==> config.mk <==
export PLATFORM = sky130hd
export DESIGN_NAME = dtmf_synth
export DESIGN_NICKNAME = d
export VERILOG_FILES = /design/src/rtl/dtmf_pkg.sv /design/src/rtl/dtmf_tone_gen.sv /design/src/rtl/dtmf_mixer.sv /design/src/rtl/dtmf_burst_ctl.sv /design/src/rtl/dtmf_synth.sv
export SDC_FILE = /design/constraint.sdc
export NUM_CORES = 1
export LEC_CHECK = 0
export ABC_AREA = 1
export BUFFER_PORTS_ARGS = -buffer_cell sky130_fd_sc_hd__buf_2
export CORE_MARGIN = 2
export CORE_UTILIZATION = 60
export DETAILED_ROUTE_END_ITERATION = 16
export PLACE_DENSITY = 0.89
export SLEW_MARGIN = 10
export SYNTH_ARGS = -nofsm -noshare
export SYNTH_HDL_FRONTEND = slang
export SYNTH_HIERARCHICAL = 1
export SYNTH_SLANG_ARGS = --single-unit
==> constraint.sdc <==
create_clock -name clk_i -period 10.3 [get_ports clk_i]
set_input_delay 0 -clock clk_i [delete_from_list [all_inputs] [get_ports clk_i]]
set_output_delay 0 -clock clk_i [all_outputs]
set_load 0.02 [all_outputs]
==> src/rtl/dtmf_pkg.sv <==
package dtmf_pkg;

  localparam int unsigned LUT_DEPTH = 32;
  localparam int unsigned IDX_W     = $clog2(LUT_DEPTH);

  typedef enum logic [1:0] {
    ST_IDLE,
    ST_PLAY,
    ST_BURST_ON,
    ST_BURST_GAP
  } tx_state_e;

  function automatic int unsigned row_hz(input int unsigned sel);
    case (sel)
      0:       return 697;
      1:       return 770;
      2:       return 852;
      default: return 941;
    endcase
  endfunction

  function automatic int unsigned col_hz(input int unsigned sel);
    case (sel)
      0:       return 1209;
      1:       return 1336;
      2:       return 1477;
      default: return 1633;
    endcase
  endfunction

  // nearest integer ratio so that LUT_DEPTH entries per period match f
  function automatic int unsigned div_ratio(input int unsigned clk_hz, input int unsigned f);
    return (clk_hz + (LUT_DEPTH / 2) * f) / (LUT_DEPTH * f);
  endfunction

  function automatic logic [1:0] code_row(input logic [3:0] code);
    case (code)
      4'd1, 4'd2, 4'd3, 4'd13:  return 2'd0;
      4'd4, 4'd5, 4'd6, 4'd14:  return 2'd1;
      4'd7, 4'd8, 4'd9, 4'd15:  return 2'd2;
      default:                  return 2'd3;
    endcase
  endfunction

  function automatic logic [1:0] code_col(input logic [3:0] code);
    case (code)
      4'd1, 4'd4, 4'd7, 4'd11:  return 2'd0;
      4'd2, 4'd5, 4'd8, 4'd10:  return 2'd1;
      4'd3, 4'd6, 4'd9, 4'd12:  return 2'd2;
      default:                  return 2'd3;
    endcase
  endfunction

  // quarter wave of 400*sin(2*pi*k/32), k = 0..8
  function automatic logic [8:0] sine_quarter(input logic [3:0] k);
    case (k)
      4'd0:    return 9'd0;
      4'd1:    return 9'd78;
      4'd2:    return 9'd153;
      4'd3:    return 9'd222;
      4'd4:    return 9'd283;
      4'd5:    return 9'd333;
      4'd6:    return 9'd370;
      4'd7:    return 9'd392;
      default: return 9'd400;
    endcase
  endfunction

endpackage

==> src/rtl/dtmf_tone_gen.sv <==
module dtmf_tone_gen
  import dtmf_pkg::*;
#(
  parameter int unsigned CLK_HZ     = 3579545,
  parameter bit          HIGH_GROUP = 1'b0,
  parameter int unsigned SAMPLE_W   = 10
) (
  input  logic                       clk_i,
  input  logic                       rst_ni,
  input  logic                       clear_i,
  input  logic [1:0]                 sel_i,
  output logic signed [SAMPLE_W-1:0] sample_o
);

  // lowest tone of the group needs the largest ratio
  localparam int unsigned MAX_DIV =
    div_ratio(CLK_HZ, HIGH_GROUP ? col_hz(0) : row_hz(0));
  localparam int unsigned CNT_W = $clog2(MAX_DIV + 1);

  logic [CNT_W-1:0] ratio_tab [4];
  logic [CNT_W-1:0] cnt_q, last_cnt;
  logic [IDX_W-1:0] idx_q;

  for (genvar g = 0; g < 4; g++) begin : g_ratio
    if (HIGH_GROUP) begin : g_hi
      assign ratio_tab[g] = CNT_W'(div_ratio(CLK_HZ, col_hz(g)));
    end else begin : g_lo
      assign ratio_tab[g] = CNT_W'(div_ratio(CLK_HZ, row_hz(g)));
    end
  end

  assign last_cnt = ratio_tab[sel_i] - CNT_W'(1);

  always_ff @(posedge clk_i or negedge rst_ni) begin
    if (!rst_ni) begin
      cnt_q <= '0;
      idx_q <= '0;
    end else if (clear_i) begin
      cnt_q <= '0;
      idx_q <= '0;
    end else if (cnt_q == last_cnt) begin
      cnt_q <= '0;
      idx_q <= idx_q + IDX_W'(1);
    end else begin
      cnt_q <= cnt_q + CNT_W'(1);
    end
  end

  // quadrant folding of the quarter table
  logic [1:0]                 quad;
  logic [2:0]                 pos;
  logic [3:0]                 mag_idx;
  logic signed [SAMPLE_W-1:0] mag;

  assign quad    = idx_q[IDX_W-1 -: 2];
  assign pos     = idx_q[2:0];
  assign mag_idx = quad[0] ? (4'd8 - {1'b0, pos}) : {1'b0, pos};
  assign mag     = SAMPLE_W'(sine_quarter(mag_idx));
  assign sample_o = quad[1] ? -mag : mag;

endmodule

==> src/rtl/dtmf_mixer.sv <==
module dtmf_mixer #(
  parameter int unsigned SAMPLE_W = 10,
  parameter int unsigned DAC_W    = 10
) (
  input  logic signed [SAMPLE_W-1:0] row_i,
  input  logic signed [SAMPLE_W-1:0] col_i,
  output logic signed [DAC_W-1:0]    dac_o
);

  localparam int unsigned SUM_W = ((SAMPLE_W > DAC_W) ? SAMPLE_W : DAC_W) + 3;
  localparam logic signed [SUM_W-1:0] SAT_HI = SUM_W'((1 << (DAC_W - 1)) - 1);
  localparam logic signed [SUM_W-1:0] SAT_LO = -SAT_HI - SUM_W'(1);

  logic signed [SUM_W-1:0] row_ext, col_ext, sum;

  assign row_ext = SUM_W'(row_i);
  assign col_ext = SUM_W'(col_i);
  // col * 5/4 is about +2 dB
  assign sum     = row_ext + col_ext + (col_ext >>> 2);

  always_comb begin
    if (sum > SAT_HI)      dac_o = DAC_W'(SAT_HI);
    else if (sum < SAT_LO) dac_o = DAC_W'(SAT_LO);
    else                   dac_o = DAC_W'(sum);
  end

endmodule

==> src/rtl/dtmf_burst_ctl.sv <==
module dtmf_burst_ctl
  import dtmf_pkg::*;
#(
  parameter int unsigned BURST_TICKS = 182556
) (
  input  logic clk_i,
  input  logic rst_ni,
  input  logic wr_en_i,
  input  logic burst_en_i,
  input  logic tx_en_i,
  input  logic loaded_i,
  input  logic irq_clr_i,
  output logic active_o,
  output logic active_d_o,
  output logic irq_o
);

  localparam int unsigned BW = $clog2(BURST_TICKS + 1);
  localparam logic [BW-1:0] LOAD = BW'(BURST_TICKS - 1);

  tx_state_e   state_q, state_d;
  logic [BW-1:0] cnt_q, cnt_d;
  logic        irq_q, irq_d;
  logic        burst_q;

  always_comb begin
    state_d = state_q;
    cnt_d   = cnt_q;
    irq_d   = irq_q & ~irq_clr_i;
    if (wr_en_i) irq_d = 1'b0;
    if (!tx_en_i) begin
      state_d = ST_IDLE;
    end else if (wr_en_i) begin
      state_d = burst_en_i ? ST_BURST_ON : ST_PLAY;
      cnt_d   = LOAD;
    end else begin
      unique case (state_q)
        ST_IDLE: if (loaded_i && !burst_q) state_d = ST_PLAY;
        ST_PLAY: state_d = ST_PLAY;
        ST_BURST_ON: begin
          if (cnt_q == '0) begin
            state_d = ST_BURST_GAP;
            cnt_d   = LOAD;
          end else begin
            cnt_d = cnt_q - BW'(1);
          end
        end
        ST_BURST_GAP: begin
          if (cnt_q == '0) begin
            state_d = ST_IDLE;
            irq_d   = 1'b1;
          end else begin
            cnt_d = cnt_q - BW'(1);
          end
        end
        default: state_d = ST_IDLE;
      endcase
    end
  end

  always_ff @(posedge clk_i or negedge rst_ni) begin
    if (!rst_ni) begin
      state_q <= ST_IDLE;
      cnt_q   <= '0;
      irq_q   <= 1'b0;
      burst_q <= 1'b0;
    end else begin
      state_q <= state_d;
      cnt_q   <= cnt_d;
      irq_q   <= irq_d;
      if (wr_en_i) burst_q <= burst_en_i;
    end
  end

  assign active_o   = (state_q == ST_PLAY) || (state_q == ST_BURST_ON);
  assign active_d_o = (state_d == ST_PLAY) || (state_d == ST_BURST_ON);
  assign irq_o      = irq_q;

endmodule

==> src/rtl/dtmf_synth.sv <==
module dtmf_synth
  import dtmf_pkg::*;
#(
  parameter int unsigned CLK_HZ      = 3579545,
  parameter int unsigned SAMPLE_W    = 10,
  parameter int unsigned DAC_W       = 10,
  parameter int unsigned BURST_MS    = 51,
  parameter int unsigned BURST_TICKS = (CLK_HZ * BURST_MS) / 1000
) (
  input  logic                       clk_i,
  input  logic                       rst_ni,
  input  logic                       wr_en_i,
  input  logic [3:0]                 code_i,
  input  logic                       tx_en_i,
  input  logic                       burst_en_i,
  input  logic                       irq_clr_i,
  output logic signed [SAMPLE_W-1:0] row_sample_o,
  output logic signed [SAMPLE_W-1:0] col_sample_o,
  output logic signed [DAC_W-1:0]    dac_o,
  output logic                       tone_active_o,
  output logic                       irq_o
);

  logic [3:0] code_q;
  logic       loaded_q;
  logic       active_q, active_d, gen_clear;
  logic [1:0] row_sel, col_sel;

  always_ff @(posedge clk_i or negedge rst_ni) begin
    if (!rst_ni) begin
      code_q   <= '0;
      loaded_q <= 1'b0;
    end else if (wr_en_i) begin
      code_q   <= code_i;
      loaded_q <= 1'b1;
    end
  end

  assign row_sel = code_row(code_q);
  assign col_sel = code_col(code_q);

  dtmf_burst_ctl #(
    .BURST_TICKS(BURST_TICKS)
  ) u_ctl (
    .clk_i      (clk_i),
    .rst_ni     (rst_ni),
    .wr_en_i    (wr_en_i),
    .burst_en_i (burst_en_i),
    .tx_en_i    (tx_en_i),
    .loaded_i   (loaded_q),
    .irq_clr_i  (irq_clr_i),
    .active_o   (active_q),
    .active_d_o (active_d),
    .irq_o      (irq_o)
  );

  // hold phase at zero unless sounding; restart on write, start and stop
  assign gen_clear = wr_en_i || !active_q || !active_d;

  dtmf_tone_gen #(
    .CLK_HZ(CLK_HZ), .HIGH_GROUP(1'b0), .SAMPLE_W(SAMPLE_W)
  ) u_row (
    .clk_i    (clk_i),
    .rst_ni   (rst_ni),
    .clear_i  (gen_clear),
    .sel_i    (row_sel),
    .sample_o (row_sample_o)
  );

  dtmf_tone_gen #(
    .CLK_HZ(CLK_HZ), .HIGH_GROUP(1'b1), .SAMPLE_W(SAMPLE_W)
  ) u_col (
    .clk_i    (clk_i),
    .rst_ni   (rst_ni),
    .clear_i  (gen_clear),
    .sel_i    (col_sel),
    .sample_o (col_sample_o)
  );

  dtmf_mixer #(
    .SAMPLE_W(SAMPLE_W), .DAC_W(DAC_W)
  ) u_mix (
    .row_i (row_sample_o),
    .col_i (col_sample_o),
    .dac_o (dac_o)
  );

  assign tone_active_o = active_q;

endmodule

======== Word level (Yosys, flattened, before mapping) ========
Memory sizes are Yosys's and may differ from the RTL's.
Index checks and enable logic that the tools add are counted.
operators by class
  add/sub/neg operators ................... 13
  order comparisons ....................... 4
  eq/ne operators ......................... 8
  muxes and demuxes ....................... 38
  bitwise operators ....................... 4
  reductions and logical operators ........ 14
operator list
  cell                                                                             number
  18-bit 2-to-1 mux                                                                3
  10-bit 2-to-1 mux                                                                4
  18-bit one-hot mux with 2 select lines                                           1
  8-bit 2-to-1 mux                                                                 4
  7-bit 2-to-1 mux                                                                 4
  5-bit 2-to-1 mux                                                                 4
  9-bit negation with 10-bit output                                                2
  18-bit zero test                                                                 1
  9-bit 2-to-1 mux                                                                 2
  18-bit by 1-bit subtractor with 18-bit output (second input constant)            1
  8-bit binary-select mux with 2-bit select                                        1
  7-bit binary-select mux with 2-bit select                                        1
  13-bit by 10-bit > comparator with 1-bit output (second input constant)          1
  13-bit by 10-bit less-than comparator with 1-bit output (second input constant)  1
  11-bit by 8-bit adder with 12-bit output                                         1
  2-bit 2-to-1 mux                                                                 6
  10-bit by 10-bit adder with 11-bit output                                        1
  5-bit by 1-bit adder with 5-bit output (second input constant)                   2
  8-bit by 1-bit adder with 8-bit output (second input constant)                   1
  8-bit equality test                                                              1
  4-bit 2-to-1 mux                                                                 2
  2-bit one-hot mux with 4 select lines                                            1
  4-bit by 3-bit subtractor with 4-bit output (first input constant)               2
  8-bit by 1-bit subtractor with 8-bit output (second input constant)              1
  18 further kinds                                                                 33
word-level totals
  bits in registers ....................... 52
  bits in read-only memories .............. 208
  input bits .............................. 10
  output and inout bits ................... 32
  word-level logic and storage cells ...... 95
  memories kept ........................... 4
memories
  name              words  width  rd ports  clocked after Yosys merged registers in  write ports  RTL line        text
  (name not given)  8      9      1         0                                        0            dtmf_pkg.sv:56  case (k)
  (name not given)  8      9      1         0                                        0            dtmf_pkg.sv:56
  (name not given)  16     2      1         0                                        0            dtmf_pkg.sv:46  case (code)
  (name not given)  16     2      1         0                                        0            dtmf_pkg.sv:37  case (code)

======== Longest topological paths before layout ========
Gate-level depths: netlist of run 1.
  word-level depth ........................ 11
  gate-level depth with buffers ........... 29
  mapped depth without buffers ............ 29

======== Cells and area by module ========
The synthesis of run 1 kept the hierarchy.
modules (own cells, without submodules)
  module                 instances  cells each  area an instance (sq um)  sequential area each (sq um)
  dtmf_burst_ctl         1          229         1570.3                    550.5
  dtmf_tone_gen (u_row)  1          171         1312.5                    325.3
  dtmf_tone_gen (u_col)  1          152         1081.0                    300.3
  dtmf_mixer             1          137         889.6                     0.0
  dtmf_synth             1          56          410.4                     125.1

======== Worst setup path after synthesis of run 1 ========
No wires, ideal clock.
  path kind ............................... flip-flop to output port
  from .................................... register u_col.idx_q[0]
  to ...................................... output port dac_o[0]
  data arrival time ....................... 4.121 ns
  path slack .............................. 6.179 ns
  stages on the path, launching flop included .. 25
  path buffers ............................ 0
  cells stage by stage .................... dfrtp_1 -> inv_2 -> ha_1 -> nand2_2 -> nand2_2 -> ha_1 -> inv_1 -> nand2_2 -> nand3_2 -> ha_1 -> nand2_1 -> o21ai_0 -> inv_1 -> fa_1 -> inv_1 -> ha_1 -> fa_1 -> nand2_1 -> nand2_1 -> nand3_1 -> nand3_1 -> and2_1 -> nand2_2 -> nand2_4 -> nand2_1
on the way
  word-level cells in the longest chain between the ends .. 11
ends and longest elaborated chain
  element                                                  RTL line             text
  start, declared                                          dtmf_tone_gen.sv:22  logic [IDX_W-1:0] idx_q;
  start signal, assigned                                   dtmf_tone_gen.sv:43  idx_q <= idx_q + IDX_W'(1);
  4-bit by 3-bit subtractor with 4-bit output              dtmf_tone_gen.sv:57  assign mag_idx = quad[0] ? (4'd8 - {1'b0, pos}) : {1'b0, pos};
  4-bit 2-to-1 mux *                                       dtmf_tone_gen.sv:57
  memory read 8 x 9 bit                                    -
  9-bit 2-to-1 mux *                                       dtmf_pkg.sv:56
  9-bit negation with 10-bit output                        dtmf_tone_gen.sv:59  assign sample_o = quad[1] ? -mag : mag;
  10-bit 2-to-1 mux *                                      dtmf_tone_gen.sv:59
  named net col_sample_o[1]                                dtmf_synth.sv:18     output logic signed [SAMPLE_W-1:0] col_sample_o,
  10-bit by 10-bit adder with 11-bit output *              dtmf_mixer.sv:19     assign sum = row_ext + col_ext + (col_ext >>> 2);
  11-bit by 8-bit adder with 12-bit output *               dtmf_mixer.sv:19
  13-bit by 10-bit less-than comparator with 1-bit output  dtmf_mixer.sv:23     else if (sum < SAT_LO) dac_o = DAC_W'(SAT_LO);
  10-bit 2-to-1 mux                                        dtmf_mixer.sv:23
  10-bit 2-to-1 mux *                                      dtmf_mixer.sv:22     if (sum > SAT_HI) dac_o = DAC_W'(SAT_HI);
  end, declared                                            dtmf_synth.sv:19     output logic signed [DAC_W-1:0] dac_o,
Mark *: on every way through the listed nets, which the timed path passes. The rest lies on a longest branch.

======== Worst setup path in the final report of run 1 ========
  from .................................... register u_col.idx_q[0]
  to ...................................... output port dac_o[1]
on the way
  word-level cells in the longest chain between the ends .. 11
ends and longest elaborated chain
  element                                                  RTL line
  4-bit by 3-bit subtractor with 4-bit output              dtmf_tone_gen.sv:57
  4-bit 2-to-1 mux *                                       dtmf_tone_gen.sv:57
  memory read 8 x 9 bit                                    -
  9-bit 2-to-1 mux *                                       dtmf_pkg.sv:56
  9-bit negation with 10-bit output                        dtmf_tone_gen.sv:59
  10-bit 2-to-1 mux *                                      dtmf_tone_gen.sv:59
  10-bit by 10-bit adder with 11-bit output                dtmf_mixer.sv:19
  11-bit by 8-bit adder with 12-bit output *               dtmf_mixer.sv:19
  13-bit by 10-bit less-than comparator with 1-bit output  dtmf_mixer.sv:23
  10-bit 2-to-1 mux                                        dtmf_mixer.sv:23
  10-bit 2-to-1 mux *                                      dtmf_mixer.sv:22
Mark *: on every way between the ends. The rest lies on a longest branch, timed or not.

==> metrics.md, run 1 <==
| Metric | Value |
|---|---|
| LEAKAGE | `3.04 nW` |
| Port buffer count | `41` |
| Hold Crit Class | `in2reg` |
| Crit end category | `primary output` |
| Worst-Margin Slew | `0.654 ns` |
| Seq cells post-synth | `52` |
| Commonest non-fill, non-tap cell in the layout | `nand2_1` |
| Worst path required time | `10.30 ns` |
| Ant. Diodes | `0` |
| Final Hold Vio Count | `0` |
| Io pins | `42` |
| PwrDens | `88.5 mW/mm^2` |
| H-tree depth | `2` |
| Initial Util | `61.3%` |
| Final net count | `851` |
| Die height | `97.7 um` |
| Ys Warns | `6` |
| Area delta synth->final | `8.01%` |
| Sequential cell area fraction in the yosys report | `24.7%` |
| Largest net degree at the start of global routing | `53` |
| # placed instances | `883` |
| Max Clk Rate | `0.212 GHz` |
| R2r setup slk | `7.39 ns` |
| Crit path launch type | `register` |
| Worst skew pair latency | `0.31 ns` |
| Clock sinks | `52` |
| Syn avg cell area | `7.07 sq um` |
| Initial antenna violation count | `0` |
| Synth Net Count | `806` |
| Worst Hold End | `code_q[0]$_DFFE_PN0P_` |
| Slew HR | `56.2%` |
| Routed wire per std cell | `12.8 um` |
| Setup CP Type | `reg2out` |
| Arrival @ worst endpoint | `4.71 ns` |
| Residual overflow from global routing | `0` |
| Gp weighted congestion | `0.941` |
| First-pass GRT wire length | `20.4 mm` |
| HP Start | `wr_en_i` |
| Die width | `97.7 um` |
| Root Buffer | `clkbuf_8` |
| TNS Setup | `0 ns` |
| R2R depth | `19` |
| CTS tree | `built` |
| Routed via count | `4,835` |
| Vias/cell | `5.38` |
| Synth unique cells | `41` |
| CTS Buf Count | `5` |
| Maximum fanout along the worst path | `9` |
| Crit path top cell by count | `nand2_1` |
| Clock buffer depth | `2` |
| Clk slew on worst S/H paths | `0.10 ns` |
| Fraction of layout cells with a size suffix above 1 | `17.8%` |
| Die area | `0.00954 sq mm` |
| Clock skew | `0.00920 ns` |
| DRC | `0` |
| Vias in the first global route | `4,730` |
| Mapped Area | `0.00526 sq mm` |
| Crit path largest cell delay | `0.51 ns` |
| Core area | `0.00859 sq mm` |
| Post-DP HPWL | `8.87 mm` |
| Max-cap violation count | `0` |
| Final Max Tran Viols | `0` |
| FF-to-FF End | `u_col/idx_q[2]$_DFFE_PN0P_` |
| Crit path max-delay cell type | `fa_1` |
| Global Route Usage Sum | `24.8%` |
| Final ANT Viol Nets | `0` |
| Final non-filler cell total | `899` |
| Commonest cells after routing, fill and taps aside | `nand2_1, inv_1, nor2_1, nand3_1, dfrtp_1` |
| Hold depth | `3` |
| Unrepaired setup endpoints after global routing | `false` |
| Cell Rows | `34` |
| Setup-failing EPs final | `0` |
| Ratio of final minimum period to clock period | `45.7%` |
| Final Util | `66.2%` |
| R2r startpoint | `u_ctl/cnt_q[0]$_DFFE_PN0P_` |
| Pre-antenna DRT Iters | `7` |
| Total Wirelength | `11.5 mm` |
| Outcome | `finished clean` |
| Tmin final | `4.71 ns` |
| Initial DRC count | `230` |
| Max VDD drop | `0.0745 mV` |
| Synth Instances | `745` |
[metal layers]
layer,vias up,global-route usage (%),wire (um)
li1,2444,-,-
met1,2258,29.6,4890
met2,111,47.0,6090
met3,22,2.81,338
met4,0,6.73,203
met5,-,0,0
[synth_stat cells]
| master | instances | area, sq um |
|---|---|---|
| fa_1 | 10 | 200 |
| and3_1 | 1 | 6.26 |
| a21oi_1 | 25 | 125 |
| buf_2 | 1 | 5.00 |
| ha_1 | 41 | 513 |
| clkinv_1 | 3 | 11.3 |
| o21ai_0 | 25 | 125 |
| and2_1 | 2 | 12.5 |
| nor2_4 | 4 | 45.0 |
| nand4_2 | 2 | 25.0 |
| nor3_2 | 2 | 20.0 |
| nor3b_1 | 1 | 7.51 |
| nand3_2 | 12 | 120 |
| xor2_1 | 24 | 210 |
| o21ai_1 | 14 | 70.1 |
| nand2_4 | 10 | 113 |
| dfrtp_1 | 52 | 1300 |
| or2_1 | 3 | 18.8 |
| nor4_1 | 1 | 6.26 |
| inv_2 | 13 | 48.8 |
| nand2_2 | 30 | 188 |
| a31oi_1 | 2 | 12.5 |
| clkinv_2 | 1 | 5.00 |
| o21ai_2 | 2 | 17.5 |
| nand2_1 | 196 | 736 |
| buf_4 | 3 | 22.5 |
| inv_4 | 1 | 6.26 |
| xnor2_1 | 12 | 105 |
| nand3_1 | 66 | 330 |
| o21bai_1 | 1 | 7.51 |
| nand4_1 | 5 | 31.3 |
| clkbuf_1 | 2 | 7.51 |
| a21oi_2 | 1 | 8.76 |
| nand3b_1 | 2 | 15.0 |
| nor3_1 | 3 | 15.0 |
| o21a_1 | 1 | 7.51 |
| nor2_1 | 70 | 263 |
| nand3_4 | 4 | 70.1 |
| inv_1 | 82 | 308 |
| buf_6 | 6 | 67.6 |
| nor2_2 | 9 | 56.3 |
[flip-flops by register name, summed over array words and instances (netlist names), 2 cells and up]
signal	cells
u_col/cnt_q	7
code_q	4
u_ctl/state_q	2
u_row/idx_q	5
u_col/idx_q	5
u_ctl/cnt_q	18
u_row/cnt_q	8
[final cells by class]
type                            instances  area, sq um
Multi-Input combinational cell        581         3480
Fill cell                             701         2910
Sequential cell                        52         1300
Inverter                              100          379
Timing Repair Buffer                   50          293
Tap cell                              108          135
Clock buffer                            5         68.8
Clock inverter                          3         27.5
[worst max path at each step]
stage / start / end / cells past startpoint
detailed placement: u_col/idx_q[0]$_DFFE_PN0P_ / dac_o[1] / 26
global placement: u_col/idx_q[0]$_DFFE_PN0P_ / dac_o[1] / 25
floorplan: u_col/idx_q[0]$_DFFE_PN0P_ / dac_o[0] / 24
global route: u_col/idx_q[0]$_DFFE_PN0P_ / dac_o[1] / 26
CTS: u_col/idx_q[0]$_DFFE_PN0P_ / dac_o[1] / 26
finish: u_col/idx_q[0]$_DFFE_PN0P_ / dac_o[1] / 26
[through the flow]
stage / setup WS, ns / hold slack (ns) / power [mW] / area [sq um]
after floorplan: 6.18 / -0.296 / 0.346 / 5260
after global placement: 6.18 / 0.147 / 0.373 / 5510
after detailed placement: 5.95 / 0.154 / 0.381 / 5510
after CTS: 5.61 / 0.0663 / 0.505 / 5690
after global routing: 5.17 / 0.0844 / 0.538 / 5690
final: 5.59 / 0.0821 / 0.503 / 5690
[logic make-up (layout without fill, tap and decap cells)]
group,Yosys count,in the layout,synth area share (%)
AOI/OAI and AO/OA,71,71,7.11
xor gates and xnor gates,36,36,5.99
adders and majority gates,51,51,13.5
buffers and inverters,112,158,9.15
DFF,52,52,24.7
and+or+nand+nor,423,423,39.5
[repair_timing]
item,4_1_cts,5_1_grt
buffers inserted,0,0
hold buffers,8,0
endpoints found under the hold margin,60,0
resized for setup,0,0
[power breakdown]
part           switching [mW]  total [mW]  internal (mW)  leakage (nW)
registers              0.0141       0.229          0.215         0.675
clock network          0.0709       0.121         0.0499        0.0463
logic                  0.0996       0.153         0.0533          2.32
total                   0.185       0.503          0.319          3.04
[critical path: cells and delay by family (launching register included)]
family	cells	cell delay (ns)
flops	1	0.50
fa+ha+maj	6	2.07
compound gates	1	0.11
simple gates	14	1.21
buf+inv	5	0.49
(Power assumes the default switching activity.)
==> inputs of run 2 (changes only) <==
CORE_UTILIZATION = 56   (was 60)
PLACE_DENSITY = 0.87   (was 0.89)
clock period = 4 ns   (was 10.3 ns; I/O delays follow)
==> run 2 against run 1 <==
Effect of this change: combinational power grew to 2.9 times the previous value; register-to-register slack lost 6.3 ns; the run now ends with negative setup slack left; power grew to 2.7 times the previous value; largest power group unchanged.
==> metrics.md, run 2 (synthesis results as in run 1) <==
| Metric | Value |
|---|---|
| Outcome | `finished with violations (was finished clean)` |
| Failing checks | `negative setup slack` |
| Clk slew on worst S/H paths | `0.09 ns (was 0.10 ns)` |
| Root Buffer | `clkbuf_8 (unchanged)` |
| HP Start | `wr_en_i (unchanged)` |
| Hold depth | `2 (was 3)` |
| Setup CP Type | `reg2out (unchanged)` |
| Fillers | `718 (was 701)` |
| First-pass GRT wire length | `21.3 mm (was 20.4 mm)` |
| R2r setup slk | `1.12 ns (was 7.39 ns)` |
| Initial DRC count | `266 (was 230)` |
| H-tree depth | `2 (unchanged)` |
| Worst Hold End | `u_ctl/irq_o$_DFF_PN0_ (was code_q[0]$_DFFE_PN0P_)` |
| CTS Buf Count | `5 (unchanged)` |
| TNS Setup | `-1.88 ns (was 0 ns)` |
| Vias/cell | `5.59 (was 5.38)` |
| Final net count | `875 (was 851)` |
| Clock skew | `0.00452 ns (was 0.00920 ns)` |
| Die area | `0.0102 sq mm (was 0.00954 sq mm)` |
| Max-cap violation count | `0 (unchanged)` |
| Worst-Margin Slew | `0.628 ns (was 0.654 ns)` |
| Residual overflow from global routing | `0 (unchanged)` |
| Largest net degree at the start of global routing | `53 (unchanged)` |
| LEAKAGE | `3.20 nW (was 3.04 nW)` |
| FF-to-FF End | `u_col/cnt_q[4]$_DFF_PN0_ (was u_col/idx_q[2]$_DFFE_PN0P_)` |
| Initial antenna violation count | `0 (unchanged)` |
| Routed wire per std cell | `14.8 um (was 12.8 um)` |
| Cell Rows | `35 (was 34)` |
| Setup-failing EPs final | `9 (was 0)` |
| Ratio of final minimum period to clock period | `107%` |
| Maximum fanout along the worst path | `6 (was 9)` |
| Final Util | `67.9% (was 66.2%)` |
| Initial Util | `57.2% (was 61.3%)` |
| Largest delay contributor family on the critical path | `simple AND/OR/NAND/NOR gates (was adder cells)` |
| Crit end category | `primary output (unchanged)` |
| Placed inst area | `0.00560 sq mm (was 0.00551 sq mm)` |
| R2R depth | `18 (was 19)` |
| Final Max Tran Viols | `0 (unchanged)` |
| Post-Layout Inst Area | `0.00625 sq mm (was 0.00569 sq mm)` |
| Final worst slack | `-0.276 ns (was 5.59 ns)` |
| Arrival @ worst endpoint | `4.28 ns (was 4.71 ns)` |
| Vias in the first global route | `4,844 (was 4,730)` |
| Tmin final | `4.28 ns` |
| Commonest cells after routing, fill and taps aside | `nand2_1, inv_1, nor2_1, nand3_1, nand2_2 (was nand2_1, inv_1, nor2_1, nand3_1, dfrtp_1)` |
| Unrepaired setup endpoints after global routing | `true (was false)` |
| Max VDD drop | `0.232 mV (was 0.0745 mV)` |
| R2r startpoint | `u_ctl/cnt_q[0]$_DFFE_PN0P_ (unchanged)` |
| Port buffer count | `41 (unchanged)` |
| Total Wirelength | `13.7 mm (was 11.5 mm)` |
| Routed via count | `5,180 (was 4,835)` |
| Post-DP HPWL | `8.40 mm (was 8.87 mm)` |
| Die height | `101 um (was 97.7 um)` |
| Pre-antenna DRT Iters | `5 (was 7)` |
| Fin Hold WS | `0.0869 ns (was 0.0821 ns)` |
| Io pins | `42 (unchanged)` |
| Hold Crit Class | `in2reg (unchanged)` |
| Final ANT Viol Nets | `0 (unchanged)` |
| Core area | `0.00920 sq mm (was 0.00859 sq mm)` |
| DRC | `0 (unchanged)` |
| Die width | `101 um (was 97.7 um)` |
| Crit path launch type | `register (unchanged)` |
| Ant. Diodes | `0 (unchanged)` |
| WP buf/inv | `5 (unchanged)` |
| Slew HR | `58.0% (was 56.2%)` |
| Commonest non-fill, non-tap cell in the layout | `nand2_1 (unchanged)` |
| WP depth | `28 (was 26)` |
| Clock buffer depth | `2 (unchanged)` |
| Top flop regs | `u_ctl/cnt_q (18), u_row/cnt_q (8), u_col/cnt_q (7) (unchanged)` |
| CTS tree | `built (unchanged)` |
| Number of flip-flops in the largest register | `18 (unchanged)` |
| Crit path largest cell delay | `0.46 ns (was 0.51 ns)` |
| Crit path max-delay cell type | `fa_1 (unchanged)` |
| Reg with most FFs | `u_ctl/cnt_q (unchanged)` |
| Crit path top cell by count | `nand2_1 (unchanged)` |
| Gp weighted congestion | `0.924 (was 0.941)` |
| Max Clk Rate | `0.234 GHz` |
| Worst path required time | `4.00 ns (was 10.30 ns)` |
| Worst skew pair latency | `0.30 ns (was 0.31 ns)` |
| PwrDens | `215 mW/mm^2 (was 88.5 mW/mm^2)` |
| Area delta synth->final | `18.7% (was 8.01%)` |
| Final Hold Vio Count | `0 (unchanged)` |
| Clock sinks | `52 (unchanged)` |
| Global Route Usage Sum | `25.5% (was 24.8%)` |
| Fraction of layout cells with a size suffix above 1 | `28.0% (was 17.8%)` |
==> run 2: through the flow <==
step / setup WS (ns) / std cells / total power [mW]
2_1_floorplan: 0.0360 / 745 / 0.893
3_3_place_gp: 0.166 / 894 / 0.971
3_5_place_dp: -0.00867 / 894 / 0.983
4_1_cts: 0.00408 / 923 / 1.32
5_1_grt: -0.524 / 926 / 1.43
6_report: -0.276 / 926 / 1.34
==> run 2: routing by layer <==
| metal | routed length (um) | part of all wire (%) | GRT usage, % |
|---|---|---|---|
| met5 | 0 | 0 | 0 |
| met1 | 5250 | 38 | 30.8 |
| met2 | 6720 | 49 | 45.5 |
| met3 | 981 | 7.2 | 3.74 |
| met4 | 749 | 5.5 | 9.98 |
==> run 2: area by class of cell <==
| type | instances | area, sq um | share of cell area, % |
|---|---|---|---|
| multi-input combinational | 583 | 3820 | 61.1 |
| sequential | 52 | 1300 | 20.8 |
| timing repair buffer | 72 | 518 | 8.29 |
| inverter | 100 | 382 | 6.11 |
| tap | 111 | 139 | 2.22 |
| clock buffer | 6 | 72.6 | 1.16 |
| clock inverter | 2 | 16.3 | 0.260 |
==> run 2: where the power goes <==
part           internal (mW)  switching [mW]
sequential             0.555          0.0344
combinational          0.171           0.280
clock                  0.125           0.176
total                  0.850           0.491
==> run 2: worst max path at each step <==
stage                                    start  endpoint
finish              u_col/idx_q[0]$_DFFE_PN0P_  dac_o[8]
global route        u_col/idx_q[0]$_DFFE_PN0P_  dac_o[8]
CTS                 u_row/idx_q[0]$_DFFE_PN0P_  dac_o[4]
detailed placement  u_col/idx_q[1]$_DFFE_PN0P_  dac_o[0]
global placement    u_col/idx_q[1]$_DFFE_PN0P_  dac_o[8]
floorplan           u_col/idx_q[0]$_DFFE_PN0P_  dac_o[0]
==> run 2: what timing repair did <==
action	4_1_cts	5_1_grt
hold buffers	8	0
pin swaps	31	38
cloned	2	0
resized for setup	45	52
hold endpoints to repair	60	0
setup endpoints to repair	10	10
setup buffers	11	3
==> inputs of run 3 (changes only) <==
CORE_UTILIZATION = 50   (was 56)
PLACE_DENSITY = 0.8   (was 0.87)
==> run 3 against run 2 <==
Effect of this change: non-clock buffer count rose by 1; via count fell by 4.8%; cell area rose by 0.58%; the flow still finishes with violations (negative setup slack); critical endpoint is now dac_o[7]; power rose by 0.52%; highest routed layer unchanged; critical path depth fell by 4; largest cell class unchanged; combinational power fell by 2%; critical path type unchanged.
==> metrics.md, run 3 (synthesis results as in run 1) <==
| Metric | Value |
|---|---|
| Outcome | `finished with violations (unchanged)` |
| Failing checks | `negative setup slack (unchanged)` |
| Clock Power Share | `23.4% (was 22.4%)` |
| Vias/cell | `5.18 (was 5.59)` |
| Max Clk Rate | `0.237 GHz (was 0.234 GHz)` |
| Io pins | `42 (unchanged)` |
| Final ANT Viol Nets | `0 (unchanged)` |
| DRC | `0 (unchanged)` |
| Crit path launch type | `register (unchanged)` |
| Reg with most FFs | `u_ctl/cnt_q (unchanged)` |
| Die width | `107 um (was 101 um)` |
| First-pass GRT wire length | `19.8 mm (was 21.3 mm)` |
| Arrival @ worst endpoint | `4.22 ns (was 4.28 ns)` |
| Worst skew pair latency | `0.31 ns (was 0.30 ns)` |
| Ant. Diodes | `0 (unchanged)` |
| Ratio of final minimum period to clock period | `106% (was 107%)` |
| Commonest non-fill, non-tap cell in the layout | `nand2_1 (unchanged)` |
| TNS Setup | `-1.80 ns (was -1.88 ns)` |
| Maximum fanout along the worst path | `5 (was 6)` |
| Crit path max-delay cell type | `fa_1 (unchanged)` |
| Hold Crit Class | `in2reg (unchanged)` |
| Pre-antenna DRT Iters | `5 (unchanged)` |
| Clk slew on worst S/H paths | `0.10 ns (was 0.09 ns)` |
| Worst-Margin Slew | `0.649 ns (was 0.628 ns)` |
| Port buffer count | `41 (unchanged)` |
| Routed wire per std cell | `13.0 um (was 14.8 um)` |
| Global Route Usage Sum | `20.8% (was 25.5%)` |
| Clock buffer depth | `2 (unchanged)` |
| CTS Buf Count | `5 (unchanged)` |
| Die area | `0.0114 sq mm (was 0.0102 sq mm)` |
| Cell Rows | `37 (was 35)` |
| Worst Hold End | `code_q[3]$_DFFE_PN0P_ (was u_ctl/irq_o$_DFF_PN0_)` |
| Area delta synth->final | `19.3% (was 18.7%)` |
| Final Max Tran Viols | `0 (unchanged)` |
| LEAKAGE | `3.19 nW (was 3.20 nW)` |
| Die height | `107 um (was 101 um)` |
| Crit-path cells | `inv_2 > ha_4 > nand2_4 > nand2_4 > ha_4 > inv_2 > nand2_2 > nand3_4 > ha_4 > nand2_1 > o21ai_2 > inv_2 > fa_1 > inv_2 > ha_4 > fa_2 > buf_4 > nand3_2 > nand4_1 > nand2_4 > inv_4 > nand2_4 > nand2_1 > buf_4` |
| Post-DP HPWL | `8.35 mm (was 8.40 mm)` |
| Combinational Power Share | `32.9% (was 33.6%)` |
| Commonest cells after routing, fill and taps aside | `nand2_1, inv_1, nor2_1, nand3_1, dfrtp_1 (was nand2_1, inv_1, nor2_1, nand3_1, nand2_2)` |
| Crit end category | `primary output (unchanged)` |
| Worst path required time | `4.00 ns (about the same)` |
| R2r startpoint | `u_ctl/cnt_q[0]$_DFFE_PN0P_ (unchanged)` |
| Largest net degree at the start of global routing | `53 (unchanged)` |
| Fraction of layout cells with a size suffix above 1 | `27.0% (was 28.0%)` |
| Vias in the first global route | `4,553 (was 4,844)` |
| Initial DRC count | `258 (was 266)` |
| Hold depth | `2 (unchanged)` |
| Routed via count | `4,932 (was 5,180)` |
| Flop pwr share | `43.7% (was 43.9%)` |
| R2R depth | `18 (unchanged)` |
| Max VDD drop | `0.212 mV (was 0.232 mV)` |
| Gp weighted congestion | `0.922 (was 0.924)` |
| Crit path largest cell delay | `0.52 ns (was 0.46 ns)` |
| FF-to-FF End | `u_col/cnt_q[4]$_DFF_PN0_ (unchanged)` |
| Placement Setup Slack | `-0.0162 ns (was -0.00867 ns)` |
| Final net count | `876 (was 875)` |
| Setup-failing EPs final | `10 (was 9)` |
| Tmin final | `4.22 ns (was 4.28 ns)` |
| Slew HR | `56.7% (was 58.0%)` |
| H-tree depth | `2 (unchanged)` |
| Sw frac | `36.6% (about the same)` |
| Initial Util | `51.2% (was 57.2%)` |
| PwrDens | `214 mW/mm^2 (was 215 mW/mm^2)` |
| Unrepaired setup endpoints after global routing | `true (unchanged)` |
| P_int | `0.854 mW (was 0.850 mW)` |
| R2r setup slk | `1.10 ns (was 1.12 ns)` |
| Clock skew | `0.0114 ns (was 0.00452 ns)` |
| HP Start | `wr_en_i (unchanged)` |
| Residual overflow from global routing | `0 (unchanged)` |
| Fin Hold WS | `0.0896 ns (was 0.0869 ns)` |
| Root Buffer | `clkbuf_8 (unchanged)` |
| Core area | `0.0103 sq mm (was 0.00920 sq mm)` |
| CTS tree | `built (unchanged)` |
| Max-cap violation count | `0 (unchanged)` |
| Setup CP Type | `reg2out (unchanged)` |
| Clock sinks | `52 (unchanged)` |
| Psw | `0.494 mW (was 0.491 mW)` |
| Initial antenna violation count | `0 (unchanged)` |
| Total Wirelength | `12.3 mm (was 13.7 mm)` |
| Final Hold Vio Count | `0 (unchanged)` |
| Number of flip-flops in the largest register | `18 (unchanged)` |
| Final worst slack | `-0.222 ns (was -0.276 ns)` |
| Top flop regs | `u_ctl/cnt_q (18), u_row/cnt_q (8), u_col/cnt_q (7) (unchanged)` |
-- run 3: cell types whose count changed in the layout (fill, tap and decap cells not counted), moves of 2 or more --
cell | before | now
buf_6 | 10 | 6
nand2_1 | 166 | 180
nand2_2 | 53 | 41
nor2_2 | 12 | 10
buf_4 | 22 | 27
nand2_4 | 19 | 17
-- run 3: worst max-delay path by stage --
| stage | to | start | cells after the start |
|---|---|---|---|
| 2_1_floorplan | dac_o[0] | u_col/idx_q[0]$_DFFE_PN0P_ | 24 |
| 3_3_place_gp | dac_o[3] | u_col/idx_q[1]$_DFFE_PN0P_ | 26 |
| 3_5_place_dp | dac_o[1] | u_col/idx_q[1]$_DFFE_PN0P_ | 26 |
| 4_1_cts | dac_o[1] | u_col/idx_q[1]$_DFFE_PN0P_ | 25 |
| 5_1_grt | dac_o[5] | u_col/idx_q[1]$_DFFE_PN0P_ | 28 |
| 6_report | dac_o[7] | u_col/idx_q[1]$_DFFE_PN0P_ | 24 |
-- run 3: critical path, delay by kind of cell (launching register included) --
kind            cells  cell delay [ns]
buf+inv             7             0.58
fa+ha+maj           6             1.79
compound gates      1             0.13
simple gates       10             1.02
flops               1             0.38
-- run 3: power by group through the flow --
stage               registers (mW)  logic [mW]  clock network [mW]
floorplan                    0.591       0.303                   0
global placement             0.598       0.374                   0
detailed placement           0.598       0.385                   0
CTS                          0.589       0.409               0.328
global route                 0.594       0.498               0.342
finish                       0.589       0.444               0.315
-- run 3: cell type report --
class	count	area, sq um
clock buffers	5	68.8
repair buffers	73	510
fillers	905	4000
inverters	100	382
clock inverters	3	27.5
flip-flops and latches	52	1300
multi-input cells	583	3820
well taps	136	170
-- run 3: layer usage --
metal,GRT usage [%],up-vias,wire [um]
met1,25.7,2248,5250
met5,0,-,0
met3,2.25,40,513
li1,-,2492,-
met2,37.7,152,6230
met4,7.05,0,353
-- run 3: timing repair --
action / CTS / global route
buffers inserted: 9 / 6
gates resized for setup: 27 / 56
gates cloned: 1 / 1
setup endpoints to repair: 10 / 10
hold buffers: 8 / 0
endpoints found under the hold margin: 60 / 0
pin swaps: 10 / 26
-- run 3: per-stage QoR --
| step | area, sq um | power [mW] | utilization, % | std cells |
|---|---|---|---|---|
| 4_1_cts | 6010 | 1.33 | 58.4 | 945 |
| 5_1_grt | 6280 | 1.43 | 61.1 | 952 |
| 3_5_place_dp | 5630 | 0.984 | 54.7 | 919 |
| 2_1_floorplan | 5290 | 0.893 | - | 745 |
| 3_3_place_gp | 5630 | 0.972 | 54.7 | 919 |
| 6_report | 6280 | 1.35 | 61.1 | 952 |
